## src/rtl/scanout_pkg.sv

```systemverilog
package scanout_pkg;

  // Per-pixel strobes from the window control to the address datapath.
  typedef struct packed {
    logic       hIn;      // horizontal position inside the window on a visible line
    logic       vIn;      // line inside the window rows
    logic       lineEnd;  // last window pixel of the current line
    logic       pixIn;    // pixel inside the window
    logic [1:0] repMax;   // replication factor minus one
  } scanStrobe_t;

endpackage

```

## src/rtl/winbox_ctrl.sv

```systemverilog
module winbox_ctrl
  import scanout_pkg::*;
#(
  parameter int OUT_W = 1920,
  parameter int OUT_H = 1080,
  parameter int CW    = 12
) (
  input  logic          clk,
  input  logic          rstN,
  input  logic [CW-1:0] hCount,
  input  logic [CW-1:0] vCount,
  input  logic          activeIn,
  input  logic          modeWe,
  input  logic [CW-1:0] modeWidth,
  input  logic [CW-1:0] modeHeight,
  input  logic [1:0]    modeScale,
  output scanStrobe_t   strobe,
  output logic [CW-1:0] stride
);

  localparam int PW = CW + 2;  // room for three times a coordinate
  localparam logic [CW-1:0] OUT_W_C = CW'(OUT_W);
  localparam logic [CW-1:0] OUT_H_C = CW'(OUT_H);

  // ---- mode resolution at write time ----
  logic [CW-1:0] wClamp, hClamp;
  logic [PW-1:0] w2, h2, w3, h3, wSpan, hSpan;
  logic          fit2, fit3;
  logic [1:0]    effS;
  logic [CW-1:0] xOffNew, xEndNew, yOffNew, yEndNew;

  always_comb begin
    wClamp = (modeWidth  > OUT_W_C) ? OUT_W_C : modeWidth;
    hClamp = (modeHeight > OUT_H_C) ? OUT_H_C : modeHeight;
    w2 = PW'(wClamp) << 1;
    h2 = PW'(hClamp) << 1;
    w3 = w2 + PW'(wClamp);
    h3 = h2 + PW'(hClamp);
    fit2 = (w2 <= PW'(OUT_W)) && (h2 <= PW'(OUT_H));
    fit3 = (w3 <= PW'(OUT_W)) && (h3 <= PW'(OUT_H));
    case (modeScale)
      2'd2:    effS = fit2 ? 2'd2 : 2'd1;
      2'd3:    effS = fit3 ? 2'd3 : (fit2 ? 2'd2 : 2'd1);
      default: effS = 2'd1;
    endcase
    case (effS)
      2'd3:    begin wSpan = w3; hSpan = h3; end
      2'd2:    begin wSpan = w2; hSpan = h2; end
      default: begin wSpan = PW'(wClamp); hSpan = PW'(hClamp); end
    endcase
    xOffNew = CW'((PW'(OUT_W) - wSpan) >> 1);
    yOffNew = CW'((PW'(OUT_H) - hSpan) >> 1);
    xEndNew = CW'(PW'(xOffNew) + wSpan);
    yEndNew = CW'(PW'(yOffNew) + hSpan);
  end

  // ---- pending and active mode registers ----
  logic          pendValid;
  logic [CW-1:0] pendW, pendXOff, pendXEnd, pendYOff, pendYEnd;
  logic [1:0]    pendS;
  logic [CW-1:0] actW, actXOff, actXEnd, actYOff, actYEnd;
  logic [1:0]    actS;
  logic          vbStart;

  assign vbStart = (hCount == '0) && (vCount == OUT_H_C);

  always_ff @(posedge clk) begin
    if (!rstN) begin
      pendValid <= 1'b0;
      pendW     <= OUT_W_C;
      pendS     <= 2'd1;
      pendXOff  <= '0;
      pendXEnd  <= OUT_W_C;
      pendYOff  <= '0;
      pendYEnd  <= OUT_H_C;
      actW      <= OUT_W_C;
      actS      <= 2'd1;
      actXOff   <= '0;
      actXEnd   <= OUT_W_C;
      actYOff   <= '0;
      actYEnd   <= OUT_H_C;
    end else begin
      if (vbStart && pendValid) begin
        actW      <= pendW;
        actS      <= pendS;
        actXOff   <= pendXOff;
        actXEnd   <= pendXEnd;
        actYOff   <= pendYOff;
        actYEnd   <= pendYEnd;
        pendValid <= 1'b0;
      end
      if (modeWe) begin
        pendW     <= wClamp;
        pendS     <= effS;
        pendXOff  <= xOffNew;
        pendXEnd  <= xEndNew;
        pendYOff  <= yOffNew;
        pendYEnd  <= yEndNew;
        pendValid <= 1'b1;
      end
    end
  end

  // ---- window decode ----
  logic hInC, vInC;
  always_comb begin
    hInC = activeIn && (hCount >= actXOff) && (hCount < actXEnd);
    vInC = (vCount >= actYOff) && (vCount < actYEnd);
    strobe.hIn     = hInC;
    strobe.vIn     = vInC;
    strobe.pixIn   = hInC && vInC;
    strobe.lineEnd = hInC && vInC && (hCount == actXEnd - CW'(1));
    strobe.repMax  = actS - 2'd1;
  end

  assign stride = actW;

  AST_MODE_AT_VBLANK: assert property (@(posedge clk) disable iff (!rstN)
    ((actS != $past(actS)) || (actXOff != $past(actXOff)) || (actYOff != $past(actYOff)))
      |-> $past(vbStart)) else $error("mode changed outside vblank start");

  AST_SCALE_LEGAL: assert property (@(posedge clk) disable iff (!rstN)
    modeWe |=> (pendS != 2'd0)) else $error("illegal factor stored");

endmodule

```

## src/rtl/winbox_addr.sv

```systemverilog
module winbox_addr
  import scanout_pkg::*;
#(
  parameter int CW     = 12,
  parameter int AW     = 21,
  parameter int PIX_W  = 24,
  parameter int RD_LAT = 2
) (
  input  logic             clk,
  input  logic             rstN,
  input  scanStrobe_t      strobe,
  input  logic [CW-1:0]    stride,
  input  logic [PIX_W-1:0] rdData,
  output logic [AW-1:0]    rdAddr,
  output logic             rdEn,
  output logic             blankOut,
  output logic [PIX_W-1:0] pixelOut
);

  logic [1:0]    xRep, yRep;
  logic [CW-1:0] srcX;
  logic [AW-1:0] lineBase;

  // horizontal divide-by-S: restarts whenever the window is left
  always_ff @(posedge clk) begin
    if (!rstN || !strobe.hIn) begin
      xRep <= '0;
      srcX <= '0;
    end else if (xRep == strobe.repMax) begin
      xRep <= '0;
      srcX <= srcX + CW'(1);
    end else begin
      xRep <= xRep + 2'd1;
    end
  end

  // vertical divide-by-S: the line base steps by the stride every S lines
  always_ff @(posedge clk) begin
    if (!rstN || !strobe.vIn) begin
      yRep     <= '0;
      lineBase <= '0;
    end else if (strobe.lineEnd) begin
      if (yRep == strobe.repMax) begin
        yRep     <= '0;
        lineBase <= lineBase + AW'(stride);
      end else begin
        yRep <= yRep + 2'd1;
      end
    end
  end

  always_ff @(posedge clk) begin
    if (!rstN) begin
      rdEn   <= 1'b0;
      rdAddr <= '0;
    end else begin
      rdEn   <= strobe.pixIn;
      rdAddr <= strobe.pixIn ? (lineBase + AW'(srcX)) : '0;
    end
  end

  // enable delay line matched to the memory read latency
  logic [RD_LAT:0] enPipe;
  assign enPipe[0] = rdEn;
  for (genvar i = 1; i <= RD_LAT; i++) begin : g_lat
    always_ff @(posedge clk) begin
      if (!rstN) enPipe[i] <= 1'b0;
      else       enPipe[i] <= enPipe[i-1];
    end
  end

  assign blankOut = !enPipe[RD_LAT];
  assign pixelOut = enPipe[RD_LAT] ? rdData : '0;

  AST_ADDR_STEP: assert property (@(posedge clk) disable iff (!rstN)
    (rdEn && $past(rdEn)) |-> ((rdAddr == $past(rdAddr)) || (rdAddr == $past(rdAddr) + AW'(1))))
    else $error("address jumped inside a line");

  AST_REP_BOUND: assert property (@(posedge clk) disable iff (!rstN)
    (xRep <= strobe.repMax) && (yRep <= strobe.repMax))
    else $error("repeat counter beyond factor");

  if (RD_LAT == 2) begin : g_lag2
    AST_BLANK_LAG: assert property (@(posedge clk) disable iff (!rstN)
      !blankOut |-> $past(rdEn, 2)) else $error("blank not aligned to read");
  end

endmodule

```

## src/rtl/scanout_windowbox.sv

```systemverilog
module scanout_windowbox
  import scanout_pkg::*;
#(
  parameter int OUT_W  = 1920,
  parameter int OUT_H  = 1080,
  parameter int CW     = 12,
  parameter int AW     = 21,
  parameter int PIX_W  = 24,
  parameter int RD_LAT = 2
) (
  input  logic             clk,
  input  logic             rstN,
  input  logic [CW-1:0]    hCount,
  input  logic [CW-1:0]    vCount,
  input  logic             activeIn,
  input  logic             modeWe,
  input  logic [CW-1:0]    modeWidth,
  input  logic [CW-1:0]    modeHeight,
  input  logic [1:0]       modeScale,
  input  logic [PIX_W-1:0] rdData,
  output logic [AW-1:0]    rdAddr,
  output logic             rdEn,
  output logic             blankOut,
  output logic [PIX_W-1:0] pixelOut
);

  scanStrobe_t   strobe;
  logic [CW-1:0] stride;

  winbox_ctrl #(.OUT_W(OUT_W), .OUT_H(OUT_H), .CW(CW)) u_ctrl (
    .clk(clk), .rstN(rstN), .hCount(hCount), .vCount(vCount), .activeIn(activeIn),
    .modeWe(modeWe), .modeWidth(modeWidth), .modeHeight(modeHeight),
    .modeScale(modeScale), .strobe(strobe), .stride(stride)
  );

  winbox_addr #(.CW(CW), .AW(AW), .PIX_W(PIX_W), .RD_LAT(RD_LAT)) u_addr (
    .clk(clk), .rstN(rstN), .strobe(strobe), .stride(stride), .rdData(rdData),
    .rdAddr(rdAddr), .rdEn(rdEn), .blankOut(blankOut), .pixelOut(pixelOut)
  );

  AST_NO_READ_IN_BLANK: assert property (@(posedge clk) disable iff (!rstN)
    rdEn |-> $past(activeIn)) else $error("read outside visible area");

  AST_RESET_QUIET: assert property (@(posedge clk)
    !rstN |=> (!rdEn && blankOut)) else $error("outputs active after reset");

endmodule

```

## config.mk

```make
export PLATFORM = sky130hd
export DESIGN_NAME = scanout_windowbox
export DESIGN_NICKNAME = d
export VERILOG_FILES = /design/src/rtl/scanout_pkg.sv /design/src/rtl/winbox_ctrl.sv /design/src/rtl/winbox_addr.sv /design/src/rtl/scanout_windowbox.sv
export SDC_FILE = /design/constraint.sdc
export NUM_CORES = 1
export LEC_CHECK = 0
export BUFFER_PORTS_ARGS = -buffer_cell sky130_fd_sc_hd__buf_2
export CORE_UTILIZATION = 60
export DETAILED_ROUTE_END_ITERATION = 6
export GPL_TIMING_DRIVEN = 0
export PLACE_DENSITY_LB_ADDON = 0.05
export SKIP_CTS_REPAIR_TIMING = 1
export SLEW_MARGIN = 10
export SYNTH_ARGS = -nofsm -noshare
export SYNTH_HDL_FRONTEND = slang
export SYNTH_SLANG_ARGS = --single-unit
```

## constraint.sdc

```tcl
create_clock -name clk -period 10.6 [get_ports clk]
set_clock_uncertainty 0.15 [all_clocks]
set_input_delay 2.12 -clock clk [delete_from_list [all_inputs] [get_ports clk]]
set_output_delay 2.12 -clock clk [all_outputs]
set_load 0.005 [all_outputs]
```

== Yosys cells after proc, flatten, opt, wreduce, memory -nomap -nowiden ==
Index checks and enable logic that the tools add are counted.

* Register bits: 186
* Output and inout port bits: 47
* Word-level logic and storage cells: 83

* Add/subtract/negate cells: 13
* $lt $le $gt $ge: 10
* Eq/ne operators: 8
* Muxes and demuxes: 11
* Reduce and logical (&&, ||, !) cells: 20

{| class="wikitable"
|+ Operator list
! kind !! count
|-
| $pmux 13 s2 || 2
|-
| $add 21x12->21 || 2
|-
| $add 13x12->14 || 2
|-
| $le 14x11->1 const B || 2
|-
| $le 13x11->1 const B || 2
|-
| $sub 11x13->13 const A || 2
|-
| $add 12x12->12 || 2
|-
| $ge 12x12->1 || 2
|-
| $gt 12x11->1 const B || 2
|-
| $lt 12x12->1 || 2
|-
| $mux 12 || 2
|-
| $mux 24 || 1
|-
| $add 12x1->12 const B || 1
|-
| $eq 12x11->1 const B || 1
|-
| $eq 12x12->1 || 1
|-
| $logic_not 12->1 || 1
|-
| $sub 12x1->12 const B || 1
|-
| $logic_and 1x1->1 || 9
|-
| $eq 2x2->1 const B || 4
|-
| $mux 2 || 3
|-
| $add 2x1->2 const B || 2
|-
| $eq 2x2->1 || 2
|-
| $logic_not 1->1 || 4
|-
| $pmux 2 s2 || 1
|-
| 6 further kinds || 9
|}

== Logic depth before layout (Yosys ltp) ==
Gate-level depths: netlist of run 1.

* Depth in word-level cells: 11
* Mapped depth: 31

== By module ==
Synthesis of run 1 repeated with hierarchy kept, for this count alone.

* Cells, all modules: 1651
* Area total of the unflattened synthesis: 12997.5 sq um

{| class="wikitable"
|+ By module, submodules not included
! module !! times used !! cells each !! area an instance (sq um)
|-
| winbox_ctrl || 1 || 1247 || 9596.7
|-
| winbox_addr || 1 || 404 || 3400.8
|}

== Worst setup path after synthesis of run 1 ==
Ideal clock, no wire load.

* Kind: input to register
* Start: in modeHeight[9]
* End: reg u_ctrl.pendYEnd[11]
* Library setup time: 0.062 ns
* Arrival: 8.264 ns
* Required time: 10.388 ns
* Setup slack: 2.124 ns
* Cell stages on the path: 28
* Path through: o41a_1 -> a211oi_1 -> nand2_1 -> ha_1 -> inv_1 -> ha_1 -> a311oi_1 -> o21a_2 -> o21ai_1 -> or2_1 -> a221o_1 -> nor3_4 -> buf_2 -> nor2_1 -> nor2_1 -> inv_1 -> ha_1 -> a2111oi_4 -> nor3_1 -> xnor2_1 -> ha_1 -> a21o_1 -> a21o_1 -> a21o_1 -> a21oi_1 -> o21ai_0 -> or3_1 -> nand3_1

* Cells in the longest elaborated chain, start to end: 11
* Elaborated cells on any way between the ends: 15
* Classes of those cells: add/sub (3); order compare (3); eq/ne (2); mux (5); reduce/logical (2)

{| class="wikitable"
|+ Ends and longest elaborated chain
! what !! RTL line !! source
|-
| start: declaration || scanout_windowbox.sv:18 || <nowiki>input logic [CW-1:0] modeHeight,</nowiki>
|-
| $gt 12x11->1 || winbox_ctrl.sv:34 || <nowiki>hClamp = (modeHeight > OUT_H_C) ? OUT_H_C : modeHeight;</nowiki>
|-
| $mux 12 * || winbox_ctrl.sv:34 ||
|-
| $add 13x12->14 or $le 13x11->1 (tied branches) || winbox_ctrl.sv:38, winbox_ctrl.sv:39 ||
|-
| $le 14x11->1 or $logic_and 1x1->1 (tied branches) || winbox_ctrl.sv:40, winbox_ctrl.sv:39 ||
|-
| $logic_and 1x1->1 or $mux 2 (tied branches) || winbox_ctrl.sv:40, winbox_ctrl.sv:42, winbox_ctrl.sv:43 ||
|-
| $mux 2 || winbox_ctrl.sv:43 || <nowiki>2'd3: effS = fit3 ? 2'd3 : (fit2 ? 2'd2 : 2'd1);</nowiki>
|-
| $pmux 2 s2 || winbox_ctrl.sv:41 || <nowiki>case (modeScale)</nowiki>
|-
| $eq 2x2->1 || winbox_ctrl.sv:46 || <nowiki>case (effS)</nowiki>
|-
| $pmux 13 s2 * || winbox_ctrl.sv:46 ||
|-
| $sub 11x13->13 * || winbox_ctrl.sv:52 || <nowiki>yOffNew = CW'((PW'(OUT_H) - hSpan) >> 1);</nowiki>
|-
| net u_ctrl.yOffNew[7] || winbox_ctrl.sv:30 || <nowiki>logic [CW-1:0] xOffNew, xEndNew, yOffNew, yEndNew;</nowiki>
|-
| $add 12x12->12 * || winbox_ctrl.sv:54 || <nowiki>yEndNew = CW'(PW'(yOffNew) + hSpan);</nowiki>
|-
| end signal: assignment || winbox_ctrl.sv:98 || <nowiki>pendYEnd <= yEndNew;</nowiki>
|-
| end: declaration || winbox_ctrl.sv:59 || <nowiki>logic [CW-1:0] pendW, pendXOff, pendXEnd, pendYOff, pendYEnd;</nowiki>
|}

Mark *: on every way through the listed nets, which the timed path passes. The rest lies on a longest branch.
A chain may end at the register's enable or synchronous reset.

== Worst setup path in the final report of run 1 ==
* Start: in modeHeight[9]
* End: reg u_ctrl.pendXEnd[8]

* Cells in the longest elaborated chain, start to end: 11
* Elaborated cells on any way between the ends: 15
* Classes of those cells: add/sub (3); order compare (3); eq/ne (2); mux (5); reduce/logical (2)

{| class="wikitable"
|+ Ends and longest elaborated chain
! what !! RTL line !! source
|-
| $gt 12x11->1 || winbox_ctrl.sv:34 ||
|-
| $mux 12 * || winbox_ctrl.sv:34 ||
|-
| $add 13x12->14 or $le 13x11->1 (tied branches) || winbox_ctrl.sv:38, winbox_ctrl.sv:39 ||
|-
| $le 14x11->1 or $logic_and 1x1->1 (tied branches) || winbox_ctrl.sv:40, winbox_ctrl.sv:39 ||
|-
| $logic_and 1x1->1 or $mux 2 (tied branches) || winbox_ctrl.sv:40, winbox_ctrl.sv:42, winbox_ctrl.sv:43 ||
|-
| $mux 2 || winbox_ctrl.sv:43 ||
|-
| $pmux 2 s2 * || winbox_ctrl.sv:41 ||
|-
| $eq 2x2->1 || winbox_ctrl.sv:46 ||
|-
| $pmux 13 s2 * || winbox_ctrl.sv:46 ||
|-
| $sub 11x13->13 * || winbox_ctrl.sv:51 || <nowiki>xOffNew = CW'((PW'(OUT_W) - wSpan) >> 1);</nowiki>
|-
| net u_ctrl.xOffNew[3] || winbox_ctrl.sv:30 ||
|-
| $add 12x12->12 * || winbox_ctrl.sv:53 || <nowiki>xEndNew = CW'(PW'(xOffNew) + wSpan);</nowiki>
|-
| end signal: assignment || winbox_ctrl.sv:96 || <nowiki>pendXEnd <= xEndNew;</nowiki>
|-
| end: declaration || winbox_ctrl.sv:59 ||
|}

Marks and branches as above.

==> summary.txt, run 1 <==
Critical path
  • Critical path class: primary input to flip-flop
  • CP peak stage delay: 0.82 ns
  • Slowest cell on crit path: a211oi_1
  • Reg2reg start: u_ctrl.actXEnd[1]
  • Reg-to-reg endpoint: u_addr.lineBase[17]
  • Worst R2R Path Depth: 15
  • Crit. End Element: flip-flop
  • Most frequent CP cell: ha_1
  • Worst EP required: 10.76 ns
  • Critical-path maximum fanout: 10
  • CP arrival: 10.03 ns
  • Startpoint types: primary input
  • Worst reg2reg setup slack: 6.50 ns

Placement
  • Gpl congestion: 0.945
  • Pre-CTS setup slack: 0.496 ns
  • Hpwl dp: 28300 µm
  • IO Port Bufs: 123

Synthesis
  • Mapped Cells: 1716
  • Post-synth EDFFs: 0
  • Yosys cell types: 90
  • Cell type with the largest total area after synthesis: dfxtp_1
  • Top cells by count, synth: nand2_1 (211), dfxtp_1 (186), nor2_1 (173), ha_1 (139)
  • Area of the mapped netlist: 0.0134 mm²
  • Synth top area cells: dfxtp_1 (28%), ha_1 (13%), nand2_1 (5.9%)
  • Sequential element share of the synthesized area: 0.278
  • Synth Flop Type: dfxtp_1
  • Synth warn: 0
  • Syn avg cell area: 7.81 µm²
  • Post-synth ARST share: 0
  • Register bit total from synthesis: 186
  • Count leader, synth: nand2_1
  • Yosys top cell area share: 0.278

Routing
  • DRC violations left: 0
  • Post-Route WL: 35400 µm
  • Initial DRC count: 785
  • Final ANT Viol Nets: 0
  • Via density per instance: 5.83
  • DR WL/cell: 16.4 µm
  • Drt pass-1 iters: 6
  • Routed via count: 12600

Timing
  • Final worst-path setup slack: 0.730 ns
  • Slew Viols, Final: 0
  • Tcrit/Tclk final: 0.931
  • Final hold violation count: 0
  • # setup viols final: 0
  • Max_slew headroom: 0.330
  • Fmax achieved: 101 MHz
  • RSZ-0062 raised after global routing: no
  • TNS Setup: 0 ns
  • Slew @ Worst Pin: 1.00 ns
  • Tmin final: 9.87 ns

Power
  • Worst vdd ir: 0.000112 V
  • Leakage: 6.61 nW
  • Power Density: 118 mW/mm²
  • Total power: 1.77 mW

Hold path
  • WHS Endpoint: u_ctrl.stride[11]
  • Hold path depth: 2
  • Hold Crit Start: u_ctrl.pendW[11]
  • Hold/Removal Path Class: flip-flop to flip-flop

Die
  • Die Height: 151 µm
  • FP Rows: 54
  • Initial Util: 0.613
  • Die area: 0.0230 mm²
  • Die X-Extent: 151 µm
  • Core Area: 0.0219 mm²
  • # IOs: 125

Finish
  • Nets: 2085
  • Syn-to-layout area delta: 12.0%
  • # diodes: 0
  • Share of cells above drive strength 1: 0.116
  • Biggest regs: u_addr.lineBase (21), u_addr.rdAddr (21)

GRT
  • First-pass GRT wire length: 55800 µm
  • Overall Global Routing Usage: 0.309
  • GRT Residual Overflow: 0
  • Vias in the first global route: 11200
  • Largest net degree at the start of global routing: 21
  • Initial antenna violation count: 0

Clocking
  • TritonCTS clock tree: yes
  • Worst-path clk slew: 0.08 ns
  • Clk buf depth: 2
  • H-Tree Depth: 4
  • CTS root buf: clkbuf_16
  • Clk sinks: 186
  • Cts bufs inserted: 17
  • Clk_lat worst skew: 0.44 ns

Flow run
  • Max cap viols: 0

Run status
  • Status: completed
## cell families (layout without fill, tap and decap cells)
group | count (synthesis) | in the layout | synth area share
mux | 60 | 60 | 0.0473
flops | 186 | 186 | 0.278
buf+inv | 193 | 348 | 0.0557
fa+ha+maj | 142 | 142 | 0.134
simple gates | 653 | 653 | 0.234
compound gates | 390 | 390 | 0.192
xor+xnor | 90 | 90 | 0.0588
other cells | 2 | 9 | 0.000560
## how the worst max path moves through the flow
| stage | start | endpoint | slack, ns | depth (start not counted) |
|---|---|---|---|---|
| floorplan | modeHeight[9] | u_ctrl.pendYEnd[11] | 2.12 | 28 |
| global placement | modeHeight[9] | u_ctrl.pendXEnd[8] | 0.59 | 29 |
| detailed placement | modeHeight[9] | u_ctrl.pendXEnd[10] | 0.50 | 29 |
| CTS | modeHeight[9] | u_ctrl.pendXEnd[10] | 0.95 | 29 |
| global route | modeHeight[9] | u_ctrl.pendYEnd[9] | 0.29 | 28 |
| finish | modeHeight[9] | u_ctrl.pendXEnd[8] | 0.73 | 29 |
## cell type report
type	instances	area, µm²
fillers	1901	6870
clock buffers	17	425
clock inverters	15	196
repair buffers	123	616
multi-input cells	1344	8960
well taps	280	350
plain buffers	61	251
flip-flops and latches	186	3720
inverters	132	495
## metal layers
layer  vias up  wire [µm]  GRT usage  part of all wire
li1       6296          -          -                 -
met1      5794      16900      0.427              0.48
met2       419      15600      0.499              0.44
met3        65       2080     0.0434             0.059
met4         0        773     0.0911             0.022
met5         -          0          0                 0
## report_power, final
part	switching, mW	internal [mW]	total (mW)
Sequential	0.0152	0.722	0.737
Combinational	0.225	0.146	0.371
Clock	0.320	0.344	0.664
## cell usage in the layout (no fill, tap or decap), types with 19 or more instances in the layout
| cell type | synthesis | routed |
|---|---|---|
| nand2_1 | 211 | 211 |
| dfxtp_1 | 186 | 186 |
| nor2_1 | 173 | 173 |
| ha_1 | 139 | 139 |
| inv_1 | 132 | 132 |
| a21oi_1 | 132 | 132 |
| buf_2 | 6 | 129 |
| o21ai_0 | 66 | 66 |
| xnor2_1 | 54 | 54 |
| clkbuf_1 | 47 | 47 |
| nand3_1 | 44 | 44 |
| and2_1 | 38 | 38 |
| mux2i_1 | 38 | 38 |
| xor2_1 | 36 | 36 |
| a21o_1 | 36 | 36 |
| nor3_1 | 34 | 34 |
| a211oi_1 | 21 | 21 |
| nand4_1 | 19 | 19 |
| mux2_2 | 19 | 19 |
## worst max-delay path, delay by kind of cell
family	cells	cell delay [ns]
buffers and inverters	4	0.60
adders and majority gates	4	1.37
muxes	1	0.14
and+or+nand+nor	5	1.04
xor gates and xnor gates	2	0.52
AOI/OAI and AO/OA	13	4.23
## through the flow
| step | cell area (µm²) | hold WS (ns) | util | std cells |
|---|---|---|---|---|
| 6_report | 15000 | 0.301 | 0.686 | 2158 |
| 3_5_place_dp | 14400 | 0.293 | 0.658 | 2126 |
| 3_3_place_gp | 14400 | 0.290 | 0.658 | 2126 |
| 2_1_floorplan | 13400 | 0.262 | - | 1723 |
| 5_1_grt | 15000 | 0.320 | 0.686 | 2158 |
| 4_1_cts | 15000 | 0.304 | 0.686 | 2158 |
Note: power is estimated with default switching activity, not from simulation.
==> inputs of run 2 (changes only) <==
- CAP_MARGIN: not set -> 20
- HOLD_SLACK_MARGIN: not set -> 0.05
- PLACE_DENSITY: not set -> 0.8
- PLACE_DENSITY_LB_ADDON: 0.05 -> not set
==> run 2 against run 1 <==
Critical path depth did not move. Hold slack got worse by 0.0017 ns. Total power fell by 1.9%. Worst setup slack improved by 0.082 ns. Combinational power barely moved. Critical path type unchanged. Critical endpoint unchanged.
==> summary.txt, run 2 (same netlist as run 1, synthesis figures left out) <==
Hold path
  • Hold path depth: 2 (unchanged)
  • Hold Crit Start: u_ctrl.pendXOff[7]
  • WHS Endpoint: u_ctrl.actXOff[7]
  • Hold/Removal Path Class: flip-flop to flip-flop

Flow run
  • Max cap viols: 0 (unchanged)

Clocking
  • Clk_lat worst skew: 0.44 ns (about the same)
  • H-Tree Depth: 4 (unchanged)
  • CTS root buf: clkbuf_16
  • Clk buf depth: 2 (unchanged)
  • Cts bufs inserted: 17 (unchanged)
  • TritonCTS clock tree: yes
  • Worst-path clk slew: 0.07 ns (about the same)
  • Clk sinks: 186 (unchanged)

Finish
  • Multi-input gate area: 0.00896 mm² (unchanged)
  • Final Cell Area: 0.0150 mm² (-0.25%)
  • Commonest non-fill, non-tap cell in the layout: nand2_1
  • Nets: 2085 (unchanged)
  • # diodes: 0 (unchanged)
  • Fill cells: 1866 (-1.8%)
  • Biggest regs: u_addr.lineBase (21), u_addr.rdAddr (21)
  • Most frequent cells in the layout: nand2_1 (211), dfxtp_1 (186), nor2_1 (173), ha_1 (139)
  • Syn-to-layout area delta: 11.8%
  • Share of cells above drive strength 1: 0.116 (unchanged)
  • Register area: 0.00372 mm² (unchanged)

Critical path
  • Worst EP required: 10.75 ns (about the same)
  • Reg-to-reg endpoint: u_addr.lineBase[17]
  • Most frequent CP cell: ha_1
  • Critical path class: primary input to flip-flop
  • CP arrival: 9.94 ns (-0.09 ns)
  • Worst R2R Path Depth: 15 (unchanged)
  • Reg2reg start: u_ctrl.actXEnd[1]
  • Critical-path maximum fanout: 10 (unchanged)
  • CP peak stage delay: 0.87 ns (+0.05 ns)
  • Slowest cell on crit path: a211oi_1
  • Crit. End Element: flip-flop
  • Worst reg2reg setup slack: 6.37 ns (-0.13 ns)
  • Startpoint types: primary input

Die
  • # IOs: 125 (unchanged)
  • Die X-Extent: 151 µm (unchanged)
  • Core Area: 0.0219 mm² (unchanged)
  • Initial Util: 0.613 (unchanged)
  • FP Rows: 54 (unchanged)
  • Die area: 0.0230 mm² (unchanged)
  • Die Height: 151 µm (unchanged)

Timing
  • Final worst-path setup slack: 0.812 ns (+0.0817 ns)
  • Slew @ Worst Pin: 1.06 ns (+0.0614 ns)
  • # setup viols final: 0 (unchanged)
  • Max_slew headroom: 0.288 (-0.0412)
  • TNS Setup: 0 ns (unchanged)
  • Slew Viols, Final: 0 (unchanged)
  • Tmin final: 9.79 ns (-0.0817 ns)
  • Final hold violation count: 0 (unchanged)
  • RSZ-0062 raised after global routing: no
  • Tcrit/Tclk final: 0.923 (-0.00771)
  • Fmax achieved: 102 MHz (+0.83%)

Placement
  • Placed Area: 0.0144 mm² (unchanged)
  • IO Port Bufs: 123 (unchanged)
  • Pre-CTS setup slack: 0.507 ns (+0.0118 ns)
  • Gpl congestion: 0.965 (+2.1%)
  • Hpwl dp: 28200 µm (-0.34%)

Routing
  • DR WL/cell: 16.4 µm (+0.33%)
  • Post-Route WL: 35500 µm (+0.33%)
  • Routed via count: 12700 (+1.1%)
  • Via density per instance: 5.89 (+1.1%)
  • Initial DRC count: 781 (-0.51%)
  • Drt pass-1 iters: 5 (-1)
  • Final ANT Viol Nets: 0 (unchanged)
  • DRC violations left: 0 (unchanged)

GRT
  • Initial antenna violation count: 0 (unchanged)
  • Vias in the first global route: 11700 (+4.8%)
  • GRT Residual Overflow: 0 (unchanged)
  • Largest net degree at the start of global routing: 19 (-9.5%)
  • Overall Global Routing Usage: 0.313 (+0.00361)
  • First-pass GRT wire length: 57000 µm (+2.2%)

Run status
  • Status: completed

Power
  • Leakage: 6.59 nW (-0.32%)
  • Worst vdd ir: 0.0000939 V (-16%)
  • Power Density: 116 mW/mm² (-1.6%)
  • Total power: 1.74 mW (-1.9%)
run 2: final cells by class:
type                            instances  area share
Timing Repair Buffer                  123      0.0411
Multi-Input combinational cell       1344       0.598
Clock inverter                         15      0.0106
Tap cell                              280      0.0234
Buffer                                 61      0.0168
Sequential cell                       186       0.248
Clock buffer                           17      0.0284
Inverter                              132      0.0331
run 2: worst max path at each step:
stage | depth (start not counted) | endpoint | startpoint | slack, ns
2_1_floorplan | 28 | u_ctrl.pendYEnd[11] | modeHeight[9] | 2.12
3_3_place_gp | 29 | u_ctrl.pendXEnd[8] | modeHeight[9] | 0.58
3_5_place_dp | 29 | u_ctrl.pendXEnd[10] | modeHeight[9] | 0.51
4_1_cts | 29 | u_ctrl.pendXEnd[10] | modeHeight[9] | 0.95
5_1_grt | 29 | u_ctrl.pendXEnd[10] | modeHeight[9] | 0.27
6_report | 29 | u_ctrl.pendXEnd[8] | modeHeight[9] | 0.81
run 2: stage by stage:
step	hold WS, ns	util	std cells
2_1_floorplan	0.262	-	1723
3_3_place_gp	0.289	0.658	2126
3_5_place_dp	0.292	0.658	2126
4_1_cts	0.299	0.685	2158
5_1_grt	0.315	0.685	2158
6_report	0.299	0.685	2158
run 2: critical path, delay by kind of cell:
| family | cells | cell delay [ns] |
|---|---|---|
| compound gates | 13 | 4.20 |
| xor+xnor | 2 | 0.49 |
| mux | 1 | 0.13 |
| fa+ha+maj | 4 | 1.34 |
| buf+inv | 4 | 0.60 |
| simple gates | 5 | 1.05 |
run 2: report_power, final:
part	internal, mW	switching (mW)	leakage, nW	total [mW]
combinational	0.146	0.224	4.80	0.370
clock	0.332	0.299	0.278	0.632
sequential	0.722	0.0150	1.51	0.737
total	1.20	0.539	6.59	1.74
run 2: per-layer routing:
layer / vias to the layer above / GRT usage / routed length, µm
met5: - / 0 / 0
li1: 6294 / - / -
met4: 0 / 0.109 / 917
met3: 81 / 0.0404 / 2280
met1: 5876 / 0.413 / 16100
met2: 466 / 0.523 / 16200
